### src/rtl/gfchk_pkg.sv
`timescale 1ns/1ps
package gfchk_pkg;

    localparam int GF_W = 8;
    localparam int PROD_W = 2 * GF_W - 1;
    localparam logic [GF_W-1:0] GF_POLY_LOW = 8'h1B;

    typedef struct packed {
        logic err;
    } chk_state_t;

    // residue of x^k in the polynomial basis
    function automatic logic [GF_W-1:0] xpow_row(input int k);
        logic [GF_W-1:0] r;
        r = GF_W'(1);
        for (int i = 0; i < k; i++) begin
            r = r[GF_W-1] ? ((r << 1) ^ GF_POLY_LOW) : (r << 1);
        end
        return r;
    endfunction

    function automatic logic [GF_W-1:0] low_mask(input int n);
        logic [GF_W-1:0] m;
        for (int i = 0; i < GF_W; i++) begin
            m[i] = (i < n);
        end
        return m;
    endfunction

endpackage

### src/rtl/gf_poly_mul.sv
`timescale 1ns/1ps
module gf_poly_mul
    import gfchk_pkg::*;
(
    input  logic [GF_W-1:0]   a_i,
    input  logic [GF_W-1:0]   b_i,
    output logic [PROD_W-1:0] prod_o
);

    // carry-less product, no reduction
    always_comb begin
        prod_o = '0;
        for (int i = 0; i < GF_W; i++) begin
            for (int j = 0; j < GF_W; j++) begin
                prod_o[i+j] = prod_o[i+j] ^ (a_i[i] & b_i[j]);
            end
        end
    end

endmodule

### src/rtl/gf_reduce.sv
`timescale 1ns/1ps
module gf_reduce
    import gfchk_pkg::*;
(
    input  logic [PROD_W-1:0] prod_i,
    output logic [GF_W-1:0]   res_o
);

    localparam int NUM_HI = PROD_W - GF_W;

    logic [GF_W-1:0] fold_term [NUM_HI];

    for (genvar k = 0; k < NUM_HI; k++) begin : g_row
        localparam logic [GF_W-1:0] ROW = xpow_row(GF_W + k);
        assign fold_term[k] = prod_i[GF_W+k] ? ROW : '0;
    end

    always_comb begin
        res_o = prod_i[GF_W-1:0];
        for (int k = 0; k < NUM_HI; k++) begin
            res_o = res_o ^ fold_term[k];
        end
    end

endmodule

### src/rtl/gf_unity_ref.sv
`timescale 1ns/1ps
module gf_unity_ref
    import gfchk_pkg::*;
(
    input  logic [GF_W-1:0] x_i,
    input  logic [GF_W-1:0] y_i,
    output logic [GF_W-1:0] ref_o
);

    always_comb begin
        ref_o    = '0;
        ref_o[0] = (|x_i) | (|y_i);
    end

endmodule

### src/rtl/gf_inv_selfcheck.sv
`timescale 1ns/1ps
module gf_inv_selfcheck
    import gfchk_pkg::*;
#(
    parameter int CMP_BITS = 8,
    parameter bit REG_OUT  = 1'b1
) (
    input  logic        clk_i,
    input  logic        rst_ni,
    input  logic [7:0]  inv_in_i,
    input  logic [7:0]  inv_out_i,
    output logic        err_o
);

    localparam logic [GF_W-1:0] CMP_MASK = low_mask(CMP_BITS);

    logic [PROD_W-1:0] raw_prod;
    logic [GF_W-1:0]   field_prod;
    logic [GF_W-1:0]   ref_vec;
    logic              flag_now;

    gf_poly_mul u_mul (
        .a_i    (inv_in_i),
        .b_i    (inv_out_i),
        .prod_o (raw_prod)
    );

    gf_reduce u_red (
        .prod_i (raw_prod),
        .res_o  (field_prod)
    );

    gf_unity_ref u_ref (
        .x_i   (inv_in_i),
        .y_i   (inv_out_i),
        .ref_o (ref_vec)
    );

    always_comb begin
        flag_now = |((field_prod ^ ref_vec) & CMP_MASK);
    end

    if (REG_OUT) begin : g_reg
        chk_state_t state_d, state_q;

        always_comb begin
            state_d     = state_q;
            state_d.err = flag_now;
        end

        always_ff @(posedge clk_i) begin
            if (!rst_ni) begin
                state_q <= '0;
            end else begin
                state_q <= state_d;
            end
        end

        assign err_o = state_q.err;

        // flag appears one cycle after the offending pair
        a_r7_flag_latency: assert property (@(posedge clk_i) disable iff (!rst_ni)
            flag_now |=> err_o);
        a_r7_clear_latency: assert property (@(posedge clk_i) disable iff (!rst_ni)
            !flag_now |=> !err_o);
    end else begin : g_comb
        assign err_o = flag_now;
    end

    // zero maps to zero without complaint
    a_r3_zero_pair_quiet: assert property (@(posedge clk_i) disable iff (!rst_ni)
        (inv_in_i == 8'h00 && inv_out_i == 8'h00) |-> !flag_now);

    // nonzero output for zero input is always caught
    a_r4_zero_in_fault: assert property (@(posedge clk_i) disable iff (!rst_ni)
        (inv_in_i == 8'h00 && inv_out_i != 8'h00) |-> flag_now);

    // lost output for nonzero input is always caught
    a_r6_lost_output: assert property (@(posedge clk_i) disable iff (!rst_ni)
        (inv_in_i != 8'h00 && inv_out_i == 8'h00) |-> flag_now);

    // identity element is its own inverse
    a_r2_identity_quiet: assert property (@(posedge clk_i) disable iff (!rst_ni)
        (inv_in_i == 8'h01 && inv_out_i == 8'h01) |-> !flag_now);

endmodule

### config.mk
export PLATFORM = sky130hd
export DESIGN_NAME = gf_inv_selfcheck
export DESIGN_NICKNAME = d
export VERILOG_FILES = /design/src/rtl/gfchk_pkg.sv /design/src/rtl/gf_poly_mul.sv /design/src/rtl/gf_reduce.sv /design/src/rtl/gf_unity_ref.sv /design/src/rtl/gf_inv_selfcheck.sv
export SDC_FILE = /design/constraint.sdc
export NUM_CORES = 1
export LEC_CHECK = 0
export BUFFER_PORTS_ARGS = -buffer_cell sky130_fd_sc_hd__clkbuf_2
export CAP_MARGIN = 20
export CELL_PAD_IN_SITES_DETAIL_PLACEMENT = 1
export CELL_PAD_IN_SITES_GLOBAL_PLACEMENT = 1
export CORE_MARGIN = 2
export CORE_UTILIZATION = 35
export DETAILED_ROUTE_END_ITERATION = 6
export PLACE_DENSITY_LB_ADDON = 0.25
export RECOVER_POWER = 100
export SETUP_SLACK_MARGIN = 0.05
export SYNTH_ARGS = -nofsm -noshare
export SYNTH_HDL_FRONTEND = slang
export SYNTH_SLANG_ARGS = --single-unit
### constraint.sdc
create_clock -name clk_i -period 3.5 [get_ports clk_i]
set_input_delay 0.525 -clock clk_i [delete_from_list [all_inputs] [get_ports clk_i]]
set_output_delay 0.525 -clock clk_i [all_outputs]
set_load 0.02 [all_outputs]
==> results_dict.tcl <==
set metrics [dict create \
    outcome "finished clean" \
    post_dp_cell_area_mm2 0.00116 \
    first_iter_violations 15 \
    largest_reg_flops 1 \
    path_cells "clkbuf_1 > nand2_1 > xor2_1 > xnor2_1 > xnor2_1 > xor3_2 > xnor2_1 > mux2i_1 > o41a_1" \
    dr.pass1.iters 4 \
    drive_above_1_share_pct 14.1 \
    cts.clk_slew.worst_paths_ps 0 \
    end_kind "flop" \
    io_pins 19 \
    rows 20 \
    antenna_left 0 \
    drv_slew 0 \
    fin_util_pct 38.3 \
    synth_area_mm2 0.00111 \
    synth_cells 154 \
    final_area_mm2 0.00116 \
    seq_area_frac_synth_pct 1.80 \
    crit_path_max_incr_delay_ps 450 \
    hold_path_class "primary input to flop" \
    drc_errors 0 \
    critPathLaunchType "primary input" \
    critPathTopFamily "XOR/XNOR gates" \
    irDropWorstVdd_mv 0.130 \
    grt_pass1_wl_um 4600 \
    core_mm2 0.00303 \
    hold_path_end "err_o" \
    rsz0062_at_grt "no" \
    worst_path_most_repeated_cell "xnor2_1" \
    synth_cell_types 23 \
    yosysWarnings 0 \
    required_ps 3370 \
    globalRouteOverflowTotal 0 \
    crit_path_start "inv_in_i[3]" \
    cts-hold-fix-buffers 0 \
    min_period_over_period_pct 86.9 \
    hold_depth 2 \
    place_congestion 0.784 \
    hold-worst-slack_ps 751 \
    placement.io_buffers 18 \
    nets 176 \
    fmax_mhz 329 \
    die_area_mm2 0.00364 \
    critPathKind "primary input to flop" \
    fp.dieW_um 60.3 \
    timing.final.ws_setup_ps 458 \
    hold_violations 0 \
    period_needed_ps 3040 \
    worstPathArrival_ps 2920 \
    antenna_found_initial 0 \
    grt_pass1_vias 953 \
    cts_resized 0 \
    die_y_um 60.3 \
    maxSlewHeadroom_pct 68.8 \
    leakagePower_nw 0.501 \
    preCtsSetupSlack_ps 597 \
    powerDensity_mw_per_mm2 339 \
    post_cts_buffers 0 \
    avgSynthCellArea_um2 7.21 \
    synth_fp_nets 172 \
    avgViaCountPerCell 5.01 \
    cp_max_fo 9 \
    crit_path_top_delay_cell "xor3_2" \
    dp_hpwl_um 2190 \
    path_buf_inv 1 \
    vias 1002 \
    grt_max_degree 11 \
    drv_cap 0 \
    initial_core_util_pct 36.7 \
    min_from "rst_ni" \
    ys_seq_elements 1 \
    diodes 0 \
    syn_to_final_growth_pct 4.28 \
    tightest_slew_ps 468 \
    wl_per_cell_um 13.8 \
    track_usage_pct 16.7 \
    setup_viol 0 \
    drt-total-wl_um 2750 \
    tns_ps 0 \
]
==> power breakdown <==
group          leakage, nW  internal (mW)  switching (mW)
Sequential         0.00844         0.0125        0.000196
Combinational        0.493          0.195           0.186
Clock                    0              0               0
==> area by class of cell <==
cell class	instances	area, um^2
multi-input combinational	137	996
fill	399	1870
tap	44	55.1
timing repair buffer	18	87.6
sequential	1	20.0
==> synth_stat cells (all sizes together) <==
master / count / area share (%)
nand3: 2 / 0.90
nor4: 4 / 2.3
buf: 11 / 6.9
a21oi: 1 / 0.45
mux2i: 1 / 0.90
xor2: 11 / 10
nand2: 63 / 22
nor2b: 1 / 0.56
clkbuf: 5 / 1.7
xnor3: 7 / 14
xnor2: 41 / 32
o41a: 1 / 1.0
and3: 1 / 0.56
dfxtp: 1 / 1.8
a41oi: 1 / 0.79
xor3: 1 / 2.3
nor3: 2 / 1.4
==> logic make-up after synthesis <==
family | Yosys count | share of synthesized area [%]
buffers and inverters | 16 | 8.56
AOI/OAI and AO/OA | 3 | 2.25
muxes | 1 | 0.901
and+or+nand+nor | 73 | 27.1
DFF | 1 | 1.80
xor gates and xnor gates | 60 | 59.3
==> cells in the final DEF (no fill, tap or decap), drive strengths merged <==
master	netlist	routed
nand2	63	63
xnor2	41	41
clkbuf	5	18
xor2	11	11
xnor3	7	7
nor4	4	4
nand3	2	2
nor3	2	2
a21oi	1	1
and3	1	1
xor3	1	1
mux2i	1	1
nor2b	1	1
a41oi	1	1
o41a	1	1
dfxtp	1	1
==> metrics by stage <==
stage               power [mW]  instances
floorplan                0.341        154
global placement         0.390        200
detailed placement       0.398        200
CTS                      0.399        200
global route             0.431        200
finish                   0.393        200
==> metal layers <==
| layer | up-vias | part of all wire, % | track usage [%] |
|---|---|---|---|
| met5 | - | 0 | 0 |
| met4 | 0 | 0 | 0 |
| met3 | 0 | 2.8 | 0 |
| met2 | 21 | 51 | 31.5 |
| met1 | 500 | 46 | 22.8 |
| li1 | 481 | - | - |
==> worst max-delay path by stage <==
stage	cells after the start	end	slack [ps]
4_1_cts	9	err_o	600
2_1_floorplan	9	err_o	840
3_5_place_dp	9	err_o	600
5_1_grt	9	err_o	290
6_report	9	err_o	460
3_3_place_gp	9	err_o	630
(Power assumes the default switching activity.)
